**src/rtl/presc_search.sv**
```systemverilog
module presc_search #(
  parameter int W       = 32,
  parameter int LIN_MAX = 15,
  parameter int EXP_MAX = 7
) (
  input  logic         clk,
  input  logic         rst_n,
  input  logic         start,
  input  logic [W-1:0] clk_hz,
  input  logic [W-1:0] rate_hz,
  output logic         busy,
  output logic         done,
  output logic         err,
  output logic [3:0]   lin_out,
  output logic [2:0]   exp_out,
  output logic [7:0]   cfg_out
);
  localparam int CW = $clog2(W);
  localparam logic [CW-1:0] LAST_BIT = CW'(W - 1);
  localparam logic [3:0] LIN_TOP = 4'(LIN_MAX);
  localparam logic [2:0] EXP_TOP = 3'(EXP_MAX);

  typedef enum logic [1:0] {S_IDLE, S_DIV, S_EVAL} state_t;

  state_t        st;
  logic [W-1:0]  clk_q, rate_q, dvd, rem, best_diff;
  logic [CW-1:0] cnt;
  logic [3:0]    lin, best_lin;
  logic [2:0]    ex, best_ex;
  logic          err_q, done_q;

  logic [W-1:0]  dsr, diff;
  logic [W:0]    rem_sh;
  logic          sub_ok, exact, better, take, last_cand;

  assign dsr       = W'(lin) << ex;
  assign rem_sh    = {rem, dvd[W-1]};
  assign sub_ok    = rem_sh >= {1'b0, dsr};
  assign diff      = rate_q - dvd;
  assign exact     = dvd == rate_q;
  assign better    = (dvd < rate_q) && (diff < best_diff);
  assign take      = exact || better;
  assign last_cand = (lin == LIN_TOP) && (ex == EXP_TOP);

  always_ff @(posedge clk or negedge rst_n) begin
    if (!rst_n) begin
      st        <= S_IDLE;
      clk_q     <= '0;
      rate_q    <= '0;
      dvd       <= '0;
      rem       <= '0;
      best_diff <= '1;
      cnt       <= '0;
      lin       <= '0;
      ex        <= '0;
      best_lin  <= '0;
      best_ex   <= '0;
      err_q     <= 1'b0;
      done_q    <= 1'b0;
    end else begin
      done_q <= 1'b0;
      case (st)
        S_IDLE: if (start) begin
          clk_q     <= clk_hz;
          rate_q    <= rate_hz;
          best_lin  <= '0;
          best_ex   <= '0;
          best_diff <= '1;
          err_q     <= 1'b0;
          if (clk_hz == rate_hz) begin
            err_q  <= 1'b1;
            done_q <= 1'b1;
          end else begin
            lin <= 4'd1;
            ex  <= '0;
            rem <= '0;
            dvd <= clk_hz;
            cnt <= '0;
            st  <= S_DIV;
          end
        end
        S_DIV: begin
          rem <= sub_ok ? W'(rem_sh - {1'b0, dsr}) : rem_sh[W-1:0];
          dvd <= {dvd[W-2:0], sub_ok};
          cnt <= cnt + 1'b1;
          if (cnt == LAST_BIT) st <= S_EVAL;
        end
        S_EVAL: begin
          if (take) begin
            best_lin  <= lin;
            best_ex   <= ex;
            best_diff <= diff;
          end
          if (exact || last_cand) begin
            st     <= S_IDLE;
            done_q <= 1'b1;
            err_q  <= !take && (best_lin == '0);
          end else begin
            if (ex == EXP_TOP) begin
              ex  <= '0;
              lin <= lin + 1'b1;
            end else begin
              ex <= ex + 1'b1;
            end
            rem <= '0;
            dvd <= clk_q;
            cnt <= '0;
            st  <= S_DIV;
          end
        end
        default: st <= S_IDLE;
      endcase
    end
  end

  assign busy    = st != S_IDLE;
  assign done    = done_q;
  assign err     = err_q;
  assign lin_out = best_lin;
  assign exp_out = best_ex;
  assign cfg_out = {best_ex[2:1], 1'b0, best_ex[0], best_lin};

  logic [2*W-1:0] prod;
  assign prod = {{W{1'b0}}, dvd} * {{W{1'b0}}, dsr};

  assert_done_pulse_R2: assert property (@(posedge clk) disable iff (!rst_n)
    done |=> !done);
  assert_done_idle_R2: assert property (@(posedge clk) disable iff (!rst_n)
    done |-> !busy);
  assert_err_zero_R5: assert property (@(posedge clk) disable iff (!rst_n)
    (done && err) |-> (lin_out == '0 && cfg_out == '0));
  assert_quot_low_R8: assert property (@(posedge clk) disable iff (!rst_n)
    (st == S_EVAL) |-> (prod <= {{W{1'b0}}, clk_q}));
  assert_quot_high_R8: assert property (@(posedge clk) disable iff (!rst_n)
    (st == S_EVAL) |-> ((prod + {{W{1'b0}}, dsr}) > {{W{1'b0}}, clk_q}));
  assert_ok_nonzero_R3: assert property (@(posedge clk) disable iff (!rst_n)
    (done && !err) |-> (lin_out != '0));
endmodule

```
**config.mk**
```make
export PLATFORM = sky130hd
export DESIGN_NAME = presc_search
export DESIGN_NICKNAME = d
export VERILOG_FILES = /design/src/rtl/presc_search.sv
export SDC_FILE = /design/constraint.sdc
export NUM_CORES = 1
export LEC_CHECK = 0
export CORE_MARGIN = 2
export CORE_UTILIZATION = 49
export DETAILED_ROUTE_END_ITERATION = 10
export PLACE_DENSITY = 0.68
export SLEW_MARGIN = 20
export SYNTH_ARGS = -nofsm -noshare
export SYNTH_HDL_FRONTEND = slang
export SYNTH_SLANG_ARGS = --single-unit
```
**constraint.sdc**
```tcl
create_clock -name clk -period 6.4 [get_ports clk]
set_input_delay 0.96 -clock clk [delete_from_list [all_inputs] [get_ports clk]]
set_output_delay 0.96 -clock clk [all_outputs]
set_load 0.005 [all_outputs]
```
=== Word-level counts from Yosys, hierarchy flattened ===
Cells that the tools add are included.

* Register bits after elaboration: 183
* Input port bits: 67
* Output and inout port bits: 18

* $add $sub $neg: 5
* $lt $le $gt $ge: 3
* Equal/unequal tests: 14
* Shift operators: 1
* Muxes and demuxes: 44
* Reductions and logical operators: 18

{| class="wikitable"
|+ Operator list
! kind !! count
|-
| 32-bit 2-to-1 mux || 9
|-
| 32-bit case mux with 3 select lines || 2
|-
| 32-bit equality test || 2
|-
| 32-bit < comparator || 2
|-
| 32-bit case mux with 2 select lines || 1
|-
| 32-bit subtractor || 2
|-
| 33-bit by 32-bit greater-or-equal comparator with 1-bit output || 1
|-
| 4-bit by 3-bit << shifter with 32-bit output || 1
|-
| 4-bit 2-to-1 mux || 6
|-
| 3-bit 2-to-1 mux || 6
|-
| 4-bit case mux with 2 select lines || 2
|-
| 5-bit 2-to-1 mux || 3
|-
| 5-bit case mux with 3 select lines || 1
|-
| 2-bit inequality test, second input constant || 7
|-
| 3-bit case mux with 2 select lines || 2
|-
| 3-bit AND reduction || 3
|-
| 4-bit AND reduction || 2
|-
| 1-bit 2-to-1 mux || 6
|-
| 2-bit 2-to-1 mux || 3
|-
| 2-bit case mux with 3 select lines || 1
|-
| 5-bit by 1-bit adder with 5-bit output, second input constant || 1
|-
| 5-bit equality test, second input constant || 1
|-
| 5-bit AND reduction || 1
|-
| 4-bit by 1-bit adder with 4-bit output, second input constant || 1
|-
| other kinds (14) || 19
|}

=== Longest topological paths before layout ===
* Depth after elaboration: 8
* Gate-level depth with buffers: 22

=== Worst setup path before layout ===
Ideal clock, no wire load.

* Kind: reg-to-reg
* From: register rate_q[0]
* To: register best_lin[2] (netlist: lin_out[2])
* Library setup time: 96 ps
* Data arrival time: 4,487 ps
* Slack: 1,818 ps
* Stages on the path, launching flop included: 22
* Buffers on the path: 2
* Cell sequence: dfrtp_1 -> inv_1 -> ha_1 -> inv_1 -> fa_1 -> a211oi_1 -> o21ai_0 -> o2111ai_1 -> a31oi_1 -> a21oi_1 -> o21ai_0 -> xor2_1 -> ha_1 -> nand4_1 -> or4_1 -> a2111oi_0 -> nor3_1 -> a21oi_1 -> buf_2 -> buf_2 -> nand2_1 -> o31ai_1

* Word-level cells in the longest chain between the ends: 6
* Elaborated cells on any way between the ends: 8

{| class="wikitable"
|+ RTL lines
! element !! RTL line !! source
|-
| start: declaration || 26 || <nowiki>logic [W-1:0] clk_q, rate_q, dvd, rem, best_diff;</nowiki>
|-
| start signal: assignment || 65 || <nowiki>rate_q <= rate_hz;</nowiki>
|-
| 32-bit subtractor || 39 || <nowiki>assign diff = rate_q - dvd;</nowiki>
|-
| 32-bit < comparator || 41 || <nowiki>assign better = (dvd < rate_q) && (diff < best_diff);</nowiki>
|-
| 1-bit logical AND || 41 ||
|-
| 1-bit logical OR * || 42 || <nowiki>assign take = exact || better;</nowiki>
|-
| 2-bit inequality test (no source line) * || n/a ||
|-
| 3-bit AND reduction (no source line) * || n/a ||
|-
| end signal: assignment || 90 || <nowiki>best_lin <= lin;</nowiki>
|-
| end: declaration || 28 || <nowiki>logic [3:0] lin, best_lin;</nowiki>
|}

Every way passes the cells marked *; elsewhere a longest branch is shown, timed or not.
A chain may end at the register's enable or synchronous reset.

=== Final worst setup path ===
* From: register dvd[2]
* To: register best_diff[25]

* Word-level cells in the longest chain between the ends: 6
* Elaborated cells on any way between the ends: 10

{| class="wikitable"
|+ RTL lines
! element !! RTL line !! source
|-
| start: declaration || 26 ||
|-
| start signal: assignment || 77 || <nowiki>dvd <= clk_hz;</nowiki>
|-
| start signal: assignment || 84 || <nowiki>dvd <= {dvd[W-2:0], sub_ok};</nowiki>
|-
| start signal: assignment || 106 || <nowiki>dvd <= clk_q;</nowiki>
|-
| 32-bit subtractor || 39 ||
|-
| 32-bit < comparator || 41 ||
|-
| 1-bit logical AND || 41 ||
|-
| 1-bit logical OR || 42 ||
|-
| 2-bit inequality test (no source line) || n/a ||
|-
| 3-bit AND reduction (no source line) || n/a ||
|-
| end signal: assignment || 92 || <nowiki>best_diff <= diff;</nowiki>
|-
| end: declaration || 26 ||
|}

Parallel ways exist; a longest one is shown, timed or not. The select of a mux whose other input is x is not followed.

==> reports/results.ini <==
[floorplan]
initial_core_util_pct = 49.48
dieArea_sq_um = 25610
die_x_microns = 160.0
core_area_sq_um = 24110
rows = 57
io-pin-count = 85
fp.dieH_microns = 160.0

[power]
swShare_pct = 45.44
powerDensity_nw_per_um2 = 588.0
p_leak_nw = 5.979
switchingPower_w = 0.003630
power.total_w = 0.007988
power_frac_clock_pct = 14.8
pwr-share-comb_pct = 61.1
internal_power_w = 0.004358
pwr-share-seq_pct = 24.1
ir_worst_vdd_uv = 276.2

[clock_tree]
clock_latency_ns = 0.44
cts_buffers = 17
cts_tree = built
ctsResizeCount = 0
clk_pin_slew_ns = 0.07
htree_levels = 4
clockBufferDepth = 2
root_buffer = clkbuf_16
holdBufCountCts = 0
cts_sinks = 183
post_cts_buffers = 0

[flow_run]
max_cap_viol_count = 0

[routing]
dr.first_iter.drc_count = 762
ant_nets = 0
wl_per_cell_microns = 17.97
drc_errors = 0
num_vias = 9592
routed_wl_mm = 30.24
dr.pass1.iters = 5
vias_per_cell = 5.699

[timing]
tns_ns = 0
rsz0062_at_grt = no
hold_viol_final = 0
hold_slack_ns = 0.4784
finalSetupViolCount = 0
worst_pin_slew_ns = 1.086
slew_headroom_pct = 26.93
clock.fmax_mhz = 182.6
clock_skew_ns = 0.01513
fin_crit_ns = 5.477
finalCritPeriodShare_pct = 85.58
maxSlewViolCount = 0

[hold_path]
min_to = best_diff[2]$_DFFE_PN1P_
hold-path-cell-count = 2
holdCritStartpoint = best_diff[2]$_DFFE_PN1P_
min_path_type = reg -> reg

[yosys]
synth_top_family_by_area = compound AO/OA/AOI/OAI gates
synthCells = 1307
ys_warn_count = 0
synthMuxAreaShare_pct = 7.154
ys_async_sr_fraction_pct = 100.0
yosys.area_share.simple_pct = 14.90
synth-seq-cells = 183
synth_nets = 1459
synth-compound-area-share_pct = 18.32
synth_fa_ha_area_share_pct = 9.042
avgSynthCellArea_sq_um = 9.126
synth_flop_cell = dfrtp_1
ys_types = 78
synth_xor_area_share_pct = 6.315
syn-cell-area_sq_um = 11930
ys_seq_area_share_pct = 38.73
synth-edff-count = 0

[setup_path]
r2r_start = dvd[2]$_DFFE_PN0P_
crit_chain = inv_1 -> ha_1 -> a21oi_1 -> a21oi_1 -> o31ai_1 -> nor4bb_1 -> o31ai_1 -> a41oi_1 -> xnor2_1 -> ha_1 -> nand4_1 -> or4_1 -> a2111oi_0 -> nor3_1 -> a21oi_4 -> buf_4 -> or2_2 -> a2bb2oi_1
worst-setup-path-type = reg -> reg
cp.required_ns = 6.76
crit_fanout = 26
r2r_end = best_diff[25]$_DFFE_PN1P_
crit_family = compound AO/OA/AOI/OAI gates
path_buf_inv = 2
critPathLaunchType = register
slowest_stage = or4_1
r2r_cells = 18
critPathArrivalTime_ns = 5.84
end_kind = register
crit_path_max_incr_delay_ns = 0.58
r2r_slack_ns = 0.92

[finish]
drive_above_1_share_pct = 12.37
layout.cells.non_filler = 1683
synthToLayoutAreaGrowth_pct = 13.90
num-nets-final = 1497
final_util_pct = 56.36
layout_common_cells = nand2_1 (175), dfrtp_1 (151), o21ai_0 (137), inv_1 (85), clkdlybuf4s50_1 (82)
mostFrequentLayoutCell = nand2_1

[place]
dp_hpwl_mm = 22.37
gp_congestion = 0.8765
io_buffers = 83
dp.cells = 1650

[global_routing]
grt.total_usage_pct = 24.39
grt_pass1_wl_mm = 50.18
antenna_found_initial = 1
grt_pass1_vias = 9444
overflow = 0
grt_max_degree = 121

[outcome]
status = complete, no violations

## logic make-up after synthesis
logic type | count (synthesis)
compound gates | 352
simple gates | 363
fa+ha+maj | 85
xor+xnor | 86
other cells | 1
buf+inv | 160
mux | 77
flops | 183
## cell usage after synthesis (4+ instances only)
master       n  area share, %
nand2_1    176            5.5
dfrtp_1    151             32
o21ai_0    137            5.7
inv_1       85            2.7
ha_1        83            8.7
a21oi_1     67            2.8
mux2_2      66            6.2
xnor2_1     62            4.6
nor2_1      48            1.5
clkbuf_1    47            1.5
dfstp_2     32            7.0
a22oi_1     31            2.0
nor3_1      26            1.1
xor2_1      24            1.8
nand4_1     20            1.0
a21o_1      19            1.2
nand3_1     18           0.76
o31ai_1     16            1.0
a2bb2oi_1   11           0.81
a31oi_1     11           0.58
mux2i_1     11           0.92
buf_2       10           0.42
nand2b_1     9           0.47
nor4_1       9           0.47
and3_1       8           0.42
buf_4        8           0.50
a211oi_1     7           0.44
buf_1        7           0.22
o21ai_1      7           0.29
or3_1        7           0.37
nor2b_1      6           0.31
a21boi_0     5           0.31
o211ai_1     5           0.31
o21a_1       5           0.31
o21bai_1     5           0.31
a22o_1       4           0.29
and4_1       4           0.29
nand3b_1     4           0.25
## per-layer routing
layer	global-route usage [%]	up-vias	routed length (microns)
li1	-	4702	-
met1	32.93	4609	13780
met2	40.10	240	14420
met3	4.130	41	1263
met4	7.903	0	775
met5	0	-	0
## how the worst max path moves through the flow
| stage | from | end | cells past startpoint |
|---|---|---|---|
| 2_1_floorplan | rate_q[0]$_DFFE_PN0P_ | lin_out[2]$_DFFE_PN0P_ | 21 |
| 5_1_grt | rate_q[0]$_DFFE_PN0P_ | best_diff[25]$_DFFE_PN1P_ | 20 |
| 4_1_cts | rate_q[0]$_DFFE_PN0P_ | best_diff[19]$_DFFE_PN1P_ | 20 |
| 6_report | dvd[2]$_DFFE_PN0P_ | best_diff[25]$_DFFE_PN1P_ | 18 |
| 3_5_place_dp | rate_q[0]$_DFFE_PN0P_ | best_diff[25]$_DFFE_PN1P_ | 20 |
| 3_3_place_gp | rate_q[0]$_DFFE_PN0P_ | best_diff[30]$_DFFE_PN1P_ | 20 |
## through the flow
stage               instance area (sq um)  setup slack (ns)
floorplan                           11930             1.818
global route                        13590            0.3531
detailed placement                  12930             1.032
global placement                    12930             1.147
CTS                                 13580             1.007
finish                              13590            0.9228
## power by group through the flow
| stage | logic (W) | registers, W | clock network, W |
|---|---|---|---|
| detailed placement | 0.00483 | 0.00194 | 0 |
| finish | 0.00488 | 0.00193 | 0.00118 |
| floorplan | 0.00380 | 0.00184 | 0 |
| global route | 0.00549 | 0.00198 | 0.00125 |
| CTS | 0.00486 | 0.00192 | 0.00120 |
| global placement | 0.00475 | 0.00191 | 0 |
## worst reg2reg max path, stage by stage (launching register included)
cell and delay [ns]:
dfrtp_1 0.38, inv_1 0.06, ha_1 0.35, a21oi_1 0.21, a21oi_1 0.11, o31ai_1 0.43
nor4bb_1 0.51, o31ai_1 0.26, a41oi_1 0.31, xnor2_1 0.13, ha_1 0.33, nand4_1 0.18
or4_1 0.58, a2111oi_0 0.47, nor3_1 0.16, a21oi_4 0.18, buf_4 0.28, or2_2 0.30
a2bb2oi_1 0.20
## sequential cells by signal (all words and copies together) (netlist names)
register,count
best_diff,32
clk_q,32
dvd,32
rate_q,32
rem,32
cnt,5
lin,4
lin_out,4
ex,3
exp_out,3
st,2
done,1
err,1
## layout make-up
type,instances,area [sq um]
diodes,1,2.502
clock buffers,18,429.2
clock inverters,14,220.2
fillers,2232,10520
inverters,86,322.8
multi-input cells,964,6676
flip-flops and latches,183,4619
well taps,324,405.4
repair buffers,93,909.6
No activity file was read; power rests on OpenSTA's default activity.
